[src/rtl/vfd_grid_mux_pkg.sv]
package vfd_grid_mux_pkg;
    // Lamp state of the current slot
    typedef enum logic [0:0] {
        ST_BLANK = 1'b0,
        ST_LIT   = 1'b1
    } lamp_state_e;
endpackage

[src/rtl/vfd_slot_timer.sv]
module vfd_slot_timer #(
    parameter int SLOT_W = 12
) (
    input  logic              clk,
    input  logic              rst_n,
    input  logic              tick,
    output logic [SLOT_W-1:0] slot_pos,
    output logic              slot_last
);
    localparam logic [SLOT_W-1:0] POS_MAX = '1;

    always_ff @(posedge clk or negedge rst_n) begin
        if (!rst_n) begin
            slot_pos <= '0;
        end else if (tick) begin
            slot_pos <= slot_pos + SLOT_W'(1);
        end
    end

    assign slot_last = (slot_pos == POS_MAX);
endmodule

[src/rtl/vfd_latch_bank.sv]
module vfd_latch_bank #(
    parameter int SEG_W  = 27,
    parameter int GRID_N = 3,
    parameter int DIM_W  = 10,
    parameter int SEL_W  = 2
) (
    input  logic             clk,
    input  logic             rst_n,
    input  logic             seg_wr_en,
    input  logic [SEL_W-1:0] seg_wr_sel,
    input  logic [SEG_W-1:0] seg_wr_data,
    input  logic             dim_wr_en,
    input  logic [DIM_W-1:0] dim_wr_data,
    input  logic             commit,
    output logic [SEG_W-1:0] pat_act [GRID_N],
    output logic [DIM_W-1:0] dim_next,
    output logic [DIM_W-1:0] dim_act
);
    logic [SEG_W-1:0] pat_shd [GRID_N];
    logic [DIM_W-1:0] dim_shd;

    // Shadow copies accept writes on any cycle; working copies move only on commit
    always_ff @(posedge clk or negedge rst_n) begin
        if (!rst_n) begin
            for (int g = 0; g < GRID_N; g++) begin
                pat_shd[g] <= '0;
                pat_act[g] <= '0;
            end
            dim_shd <= '0;
            dim_act <= '0;
        end else begin
            for (int g = 0; g < GRID_N; g++) begin
                if (seg_wr_en && (seg_wr_sel == SEL_W'(g))) begin
                    pat_shd[g] <= seg_wr_data;
                end
                if (commit) begin
                    pat_act[g] <= pat_shd[g];
                end
            end
            if (dim_wr_en) begin
                dim_shd <= dim_wr_data;
            end
            if (commit) begin
                dim_act <= dim_shd;
            end
        end
    end

    assign dim_next = dim_shd;
endmodule

[src/rtl/vfd_grid_seq.sv]
module vfd_grid_seq
    import vfd_grid_mux_pkg::*;
#(
    parameter int SEG_W  = 27,
    parameter int GRID_N = 3,
    parameter int FEW_N  = 2,
    parameter int DIM_W  = 10,
    parameter int SLOT_W = 12
) (
    input  logic              clk,
    input  logic              rst_n,
    input  logic              tick,
    input  logic              duplex_sel,
    input  logic [SLOT_W-1:0] slot_pos,
    input  logic              slot_last,
    input  logic [DIM_W-1:0]  dim_next,
    input  logic [DIM_W-1:0]  dim_act,
    input  logic [SEG_W-1:0]  pat_act [GRID_N],
    output logic [SEG_W-1:0]  seg_out,
    output logic [GRID_N-1:0] grid_n,
    output logic              dim_pulse
);
    localparam int GIDX_W = (GRID_N > 1) ? $clog2(GRID_N) : 1;
    localparam int SHIFT  = SLOT_W - DIM_W;
    localparam logic [GIDX_W-1:0] LAST_FULL = GIDX_W'(GRID_N - 1);
    localparam logic [GIDX_W-1:0] LAST_FEW  = GIDX_W'(FEW_N - 1);

    lamp_state_e       state_q, state_d;
    logic [GIDX_W-1:0] grid_q, grid_d;
    logic [GIDX_W-1:0] last_idx;
    logic [SLOT_W-1:0] on_len;
    logic              boundary;

    assign boundary = tick && slot_last;
    assign last_idx = duplex_sel ? LAST_FEW : LAST_FULL;
    assign on_len   = SLOT_W'(dim_act) << SHIFT;

    // Next state and next grid
    always_comb begin
        state_d = state_q;
        grid_d  = grid_q;
        if (boundary) begin
            grid_d = (grid_q >= last_idx) ? '0 : grid_q + GIDX_W'(1);
            if (dim_next != '0) begin
                state_d = ST_LIT;      // LIGHT_UP
            end else begin
                state_d = ST_BLANK;    // STAY_DARK
            end
        end else if (tick) begin
            unique case (state_q)
                ST_LIT: begin
                    if ((slot_pos + SLOT_W'(1)) == on_len) begin
                        state_d = ST_BLANK;  // CUT_OFF
                    end
                end
                ST_BLANK: begin
                    state_d = ST_BLANK;
                end
                default: state_d = ST_BLANK;
            endcase
        end
    end

    // State register
    always_ff @(posedge clk or negedge rst_n) begin
        if (!rst_n) begin
            state_q <= ST_BLANK;
            grid_q  <= '0;
        end else begin
            state_q <= state_d;
            grid_q  <= grid_d;
        end
    end

    // Outputs
    always_comb begin
        unique case (state_q)
            ST_LIT: begin
                seg_out   = pat_act[grid_q];
                dim_pulse = 1'b1;
            end
            default: begin
                seg_out   = '0;
                dim_pulse = 1'b0;
            end
        endcase
    end

    for (genvar k = 0; k < GRID_N; k++) begin : g_grid_drv
        assign grid_n[k] = !((state_q == ST_LIT) && (grid_q == GIDX_W'(k)));
    end
endmodule

[src/rtl/vfd_grid_mux.sv]
module vfd_grid_mux #(
    parameter int SEG_W  = 27,
    parameter int GRID_N = 3,
    parameter int FEW_N  = 2,
    parameter int DIM_W  = 10,
    parameter int SLOT_W = 12,
    parameter int SEL_W  = 2
) (
    input  logic              clk,
    input  logic              rst_n,
    input  logic              tick,
    input  logic              duplex_sel,
    input  logic              seg_wr_en,
    input  logic [SEL_W-1:0]  seg_wr_sel,
    input  logic [SEG_W-1:0]  seg_wr_data,
    input  logic              dim_wr_en,
    input  logic [DIM_W-1:0]  dim_wr_data,
    output logic [SEG_W-1:0]  seg_out,
    output logic [GRID_N-1:0] grid_n,
    output logic              dim_pulse
);
    logic [SLOT_W-1:0] slot_pos;
    logic              slot_last;
    logic [SEG_W-1:0]  pat_act [GRID_N];
    logic [DIM_W-1:0]  dim_next;
    logic [DIM_W-1:0]  dim_act;

    vfd_slot_timer #(.SLOT_W(SLOT_W)) u_timer (
        .clk       (clk),
        .rst_n     (rst_n),
        .tick      (tick),
        .slot_pos  (slot_pos),
        .slot_last (slot_last)
    );

    vfd_latch_bank #(
        .SEG_W(SEG_W), .GRID_N(GRID_N), .DIM_W(DIM_W), .SEL_W(SEL_W)
    ) u_bank (
        .clk         (clk),
        .rst_n       (rst_n),
        .seg_wr_en   (seg_wr_en),
        .seg_wr_sel  (seg_wr_sel),
        .seg_wr_data (seg_wr_data),
        .dim_wr_en   (dim_wr_en),
        .dim_wr_data (dim_wr_data),
        .commit      (tick && slot_last),
        .pat_act     (pat_act),
        .dim_next    (dim_next),
        .dim_act     (dim_act)
    );

    vfd_grid_seq #(
        .SEG_W(SEG_W), .GRID_N(GRID_N), .FEW_N(FEW_N),
        .DIM_W(DIM_W), .SLOT_W(SLOT_W)
    ) u_seq (
        .clk        (clk),
        .rst_n      (rst_n),
        .tick       (tick),
        .duplex_sel (duplex_sel),
        .slot_pos   (slot_pos),
        .slot_last  (slot_last),
        .dim_next   (dim_next),
        .dim_act    (dim_act),
        .pat_act    (pat_act),
        .seg_out    (seg_out),
        .grid_n     (grid_n),
        .dim_pulse  (dim_pulse)
    );
endmodule

[config.mk]
export PLATFORM = sky130hd
export DESIGN_NAME = vfd_grid_mux
export DESIGN_NICKNAME = d
export VERILOG_FILES = /design/src/rtl/vfd_grid_mux_pkg.sv /design/src/rtl/vfd_slot_timer.sv /design/src/rtl/vfd_latch_bank.sv /design/src/rtl/vfd_grid_seq.sv /design/src/rtl/vfd_grid_mux.sv
export SDC_FILE = /design/constraint.sdc
export NUM_CORES = 1
export LEC_CHECK = 0
export BUFFER_PORTS_ARGS = -buffer_cell sky130_fd_sc_hd__clkbuf_2
export CAP_MARGIN = 20
export CORE_ASPECT_RATIO = 0.6
export CORE_MARGIN = 4
export CORE_UTILIZATION = 27
export CTS_BUF_LIST = sky130_fd_sc_hd__clkbuf_8
export DETAILED_ROUTE_END_ITERATION = 10
export SYNTH_ARGS = -nofsm -noshare
export SYNTH_HDL_FRONTEND = slang
export SYNTH_SLANG_ARGS = --single-unit
[constraint.sdc]
create_clock -name clk -period 1.65 [get_ports clk]
set_input_delay 0.2475 -clock clk [delete_from_list [all_inputs] [get_ports clk]]
set_output_delay 0.2475 -clock clk [all_outputs]
set_load 0.005 [all_outputs]
=== Yosys cells after proc, flatten, opt, wreduce, memory -nomap -nowiden ===
Index checks and enable logic that the tools add are counted.

* Register bits after elaboration: 197
* Output and inout port bits: 31
* Logic and storage cells: 49

* $add $sub $neg: 2
* Magnitude comparators: 2
* Equality and inequality tests: 6
* Mux-type cells: 12
* Bitwise operators: 2
* Reductions and logical operators: 14

{| class="wikitable"
|+ Operator list
! operator !! count
|-
| 27-bit two-way mux || 3
|-
| 27-bit binary-select mux with 2-bit select || 1
|-
| 12-bit by 1-bit adder with 12-bit output, second input constant || 1
|-
| 12-bit == test || 1
|-
| 12-bit == test, second input constant || 1
|-
| 10-bit nonzero test || 1
|-
| 1-bit logical AND || 7
|-
| 1-bit two-way mux || 5
|-
| 2-bit by 1-bit == test with 1-bit output, second input constant || 2
|-
| 2-bit == test, second input constant || 2
|-
| 2-bit logical NOT || 2
|-
| 2-bit two-way mux || 2
|-
| 3-bit >= comparator, second input constant || 1
|-
| 1-bit logical NOT || 3
|-
| 2-bit NOT with 3-bit output || 1
|-
| 2-bit by 1-bit adder with 2-bit output, second input constant || 1
|-
| 2-bit >= comparator || 1
|-
| 1-bit case mux with 2 select lines || 1
|-
| 2-bit nonzero test || 1
|-
| 1-bit NOT || 1
|}

=== Longest topological paths before layout ===
* Word-level depth: 6
* Gate-level depth with buffers: 8
* Gate-level depth less buffers: 6

=== Modules after synthesis ===
From an unflattened synthesis, not the netlist that was laid out.

* Cell total of the unflattened synthesis: 625
* Area, all modules: 8812.2 µm²

{| class="wikitable"
|+ By module, submodules not included
! module !! times used !! cells an instance !! area each (µm²)
|-
| vfd_latch_bank || 1 || 387 || 6984.2
|-
| vfd_grid_seq || 1 || 191 || 1293.7
|-
| vfd_slot_timer || 1 || 46 || 528.0
|-
| vfd_grid_mux || 1 || 1 || 6.3
|}

=== Least setup slack after synthesis ===
Ideal clock, no wire load.

* Path type: register -> register
* Start: reg u_timer.slot_pos[0]
* End: reg u_bank.dim_act[0]
* Arrival time: 1.627 ns
* Data required time: 1.523 ns
* Path slack: -0.105 ns
* Stages on the path, launching flop included: 8
* Path buffers: 2
* Path through: dfrtp_1 -> ha_1 -> and3_1 -> nand2_1 -> nor2_4 -> buf_6 -> buf_6 -> mux2_1

* Cells in the longest elaborated chain, start to end: 2

{| class="wikitable"
|+ RTL lines
! element !! RTL line !! source
|-
| start: declaration || vfd_slot_timer.sv:7 || <nowiki>output logic [SLOT_W-1:0] slot_pos,</nowiki>
|-
| start signal: assignment || vfd_slot_timer.sv:16 || <nowiki>slot_pos <= slot_pos + SLOT_W'(1);</nowiki>
|-
| 12-bit == test || vfd_slot_timer.sv:20 || <nowiki>assign slot_last = (slot_pos == POS_MAX);</nowiki>
|-
| 1-bit logical AND || vfd_grid_mux.sv:46 || <nowiki>.commit (tick && slot_last),</nowiki>
|-
| end signal: assignment || vfd_latch_bank.sv:44 || <nowiki>dim_act <= dim_shd;</nowiki>
|-
| end: declaration || vfd_latch_bank.sv:17 || <nowiki>output logic [DIM_W-1:0] dim_act</nowiki>
|}

No other way between the ends.
A chain may end at the register's enable or synchronous reset.

=== Final worst setup path ===
* Start: reg u_seq.grid_q[1]
* End: out seg_out[12]

* Cells in the longest elaborated chain, start to end: 5

{| class="wikitable"
|+ RTL lines
! element !! RTL line !! source
|-
| start: declaration || vfd_grid_seq.sv:29 || <nowiki>logic [GIDX_W-1:0] grid_q, grid_d;</nowiki>
|-
| start signal: assignment || vfd_grid_seq.sv:71 || <nowiki>grid_q <= grid_d;</nowiki>
|-
| 2-bit NOT with 3-bit output (implied by the code) || vfd_grid_seq.sv:79 || <nowiki>seg_out = pat_act[grid_q];</nowiki>
|-
| 27-bit binary-select mux with 2-bit select || vfd_grid_seq.sv:79 ||
|-
| 27-bit two-way mux (implied by the code) (2 in a row) || vfd_grid_seq.sv:79 ||
|-
| 27-bit two-way mux || vfd_grid_seq.sv:77 || <nowiki>unique case (state_q)</nowiki>
|-
| end: declaration || vfd_grid_mux.sv:18 || <nowiki>output logic [SEG_W-1:0] seg_out,</nowiki>
|}

No other way between the ends. The select of a mux whose other input is x is not followed.

==> impl_metrics.toml <==
[grt]
grt_overflow = 0
grt_pass1_wl_um = 34530
grt_usage = 0.1274
antenna_found_initial = 1
grt_pass1_vias = 5868
grt_max_degree = 55

[timing]
hold_slack_ps = 40.76
rsz0062_at_grt = "yes"
worst-slew-pin-transition_ps = 499.4
fin_skew_ps = 16.66
hold_viol = 0
slew_violations = 0
setup_viol_count_final = 117
timing.final.crit_share = 1.273
slew_headroom = 0.6670
timing.final.crit_period_ps = 2101
setup_slack_ps = -450.9
max_freq_mhz = 476.0

[cts]
cts_tree = "built"
root_buffer = "clkbuf_8"
numCtsBuffers = 17
clockBufferDepth = 2
clock-sinks = 197
insertion_delay_ps = 500
cts.clk_slew.worst_paths_ps = 100
cts.htree.levels = 4

[logic_synthesis]
synth_flop_cell = "dfrtp_1"
yosysSeqAreaShare = 0.5738
yosys_register_bits = 197
yosysTopAreaCellShare = 0.5738
async_flop_share = 1.000
synth_top_cell_by_area = "dfrtp_1"
yosys.cell_types.count = 41
synth_edf_count = 0
synth_commonest_cells = "dfrtp_1 (197), mux2_2 (148), mux2_1 (35), nor2_1 (35)"
yosysMostFrequentCell = "dfrtp_1"
synth_area_leaders = "dfrtp_1 (57%), mux2_2 (19%), mux2_1 (4.6%)"
ys_warn_count = 0
postSynthAreaPerCell_um2 = 13.70
synth_area_um2 = 8592
syn_inst = 627
synth_nets = 680

[drt]
drc = 0
drtIter0Drc = 259
avgRoutedWirePerCell_um = 17.13
antenna_left = 0
drt-total-wl_um = 21280
wl_met3_um = 791
vias_per_cell = 4.444
firstDrtPassIters = 4
wirelength_met1_um = 11100
highest_layer = "met5"
vias = 5519
met2_length_um = 9197

[finish]
fin_util = 0.3740
final_area_um2 = 11700
finalNonFillerCells = 1242
layout-area-overhead-vs-synth_pct = 36.16
diodes = 0
final_nets = 866
drive_gt1_frac = 0.5206

[power_and_ir_drop]
ir_drop_mv = 0.3940
p_per_area_nw_per_um2 = 896.9
p_leak_nw = 5.392

[setup_path]
slowest_stage = "dfrtp_2"
cp-end-kind = "primary output"
crit_chain = "buf_4 -> nor2_4 -> buf_12 -> buf_8 -> a21oi_2 -> nor2b_1 -> buf_2"
critPathBufInv = 4
critPathRequiredTime_ps = 1400
max_stage_delay_ps = 450
cp_max_fo = 8
crit_path_start = "u_seq.grid_q[1]"
cp.arrival_ps = 1850
start_kind = "flop"
crit_family = "buffers and inverters"
r2r_start = "u_timer.slot_pos[1]"
worst-setup-path-type = "flop to primary output"

[worst_hold_path]
hold_path_class = "input pin to flop"
hp-start = "seg_wr_data[10]"

[place]
placed_area_um2 = 10050
dp.cells = 1150
dp_hpwl_um = 13660
portBuffers = 75
gp_congestion = 0.8281

[status]
status = "finished, violations left"
violations = "negative setup slack"

[floorplanning]
core_um2 = 31280
start_util = 0.2747
die_y_um = 146.2
num_rows = 50
ios = 76
dieArea_um2 = 34830
die_x_um = 238.3

[run]
cap_violations = 0
[final timing paths]
kind,slack (ps),cells past startpoint,end
max in group asynchronous,780,3,u_bank.pat_shd[8]
min in group asynchronous,270,2,u_bank.pat_shd[56]
max reg2reg,-180,9,u_bank.pat_act[64]
min reg2reg,500,1,u_bank.pat_act[70]
max,-450,7,seg_out[12]
min,40,2,u_bank.pat_shd[37]
[cells in the final DEF (no fill, tap or decap), types with 4 or more instances in the layout]
master,Yosys,final
dfrtp_1,197,195
mux2_2,148,92
mux2_4,0,91
clkbuf_2,0,54
buf_4,1,53
nor2_1,35,31
mux2i_1,29,27
dlygate4sd3_1,0,26
buf_12,0,26
nor2b_1,29,24
a21oi_1,26,19
clkbuf_8,0,19
buf_2,15,19
buf_6,5,13
xor2_1,11,11
nand2_1,13,10
xnor2_1,10,10
a21oi_2,0,7
buf_8,0,6
nor2b_2,0,5
o21ai_0,7,5
nand3b_1,4,4
nand3_1,5,4
nor3_1,4,4
ha_1,8,4
inv_6,0,4
clkinv_4,0,4
[area by class of cell]
type / instances / area (um2)
clock buffer: 18 / 247.7
clock inverter: 14 / 165.2
fill: 3024 / 19580
inverter: 4 / 17.52
multi-input combinational: 392 / 3941
sequential: 197 / 4932
tap: 416 / 520.5
timing repair buffer: 201 / 1874
[state kept, by name, indices dropped and copies added, names as in the netlist]
register          flops
u_bank.dim_act       10
u_seq.grid_q          2
u_timer.slot_pos     12
u_bank.pat_shd       81
u_seq.state_q         1
u_bank.pat_act       81
u_bank.dim_next      10
[stage by stage]
step / TNS [ps] / setup WS, ps / total power [mW]
after floorplan: -951.0 / -28.56 / 6.431
after global routing: -30180 / -629.6 / 11.06
after detailed placement: -4665 / -77.99 / 7.110
after CTS: -29010 / -522.1 / 10.56
final: -21040 / -450.9 / 10.49
after global placement: -2239 / -44.79 / 7.061
[report_power, final]
part	total (mW)	internal [mW]	switching [mW]
clock	3.31	1.43	1.88
sequential	5.62	5.31	0.310
combinational	1.56	0.901	0.663
total	10.5	7.64	2.85
[per-layer routing]
layer | GRT usage | up-vias
li1 | - | 2576
met1 | 0.1901 | 2845
met2 | 0.1844 | 80
met3 | 0.03568 | 16
met4 | 0.02696 | 2
met5 | 0 | -
[repair_timing]
item	in CTS	in global routing
pin swaps	8	7
setup buffers	30	11
hold endpoints to repair	99	1
cloned	7	1
hold buffers	25	1
gates resized for setup	138	56
setup endpoints to repair	123	126
[worst reg2reg max path, cell delays in order (launching register included)]
cell	delay, ps
dfrtp_1	410
ha_4	160
and3_4	190
nand2_4	50
nor2_4	130
buf_6	110
buf_6	110
buf_12	120
buf_12	120
mux2_4	300
[logic make-up after synthesis]
kind of cell,Yosys count,synth area share
AO/OA/AOI/OAI,41,0.02577
flip-flops,197,0.5738
AND/OR/NAND/NOR,109,0.06830
buffers and inverters,38,0.02359
XOR/XNOR,22,0.02330
multiplexers,212,0.2736
adder cells (fa/ha/maj),8,0.01165
(Power assumes the default switching activity.)
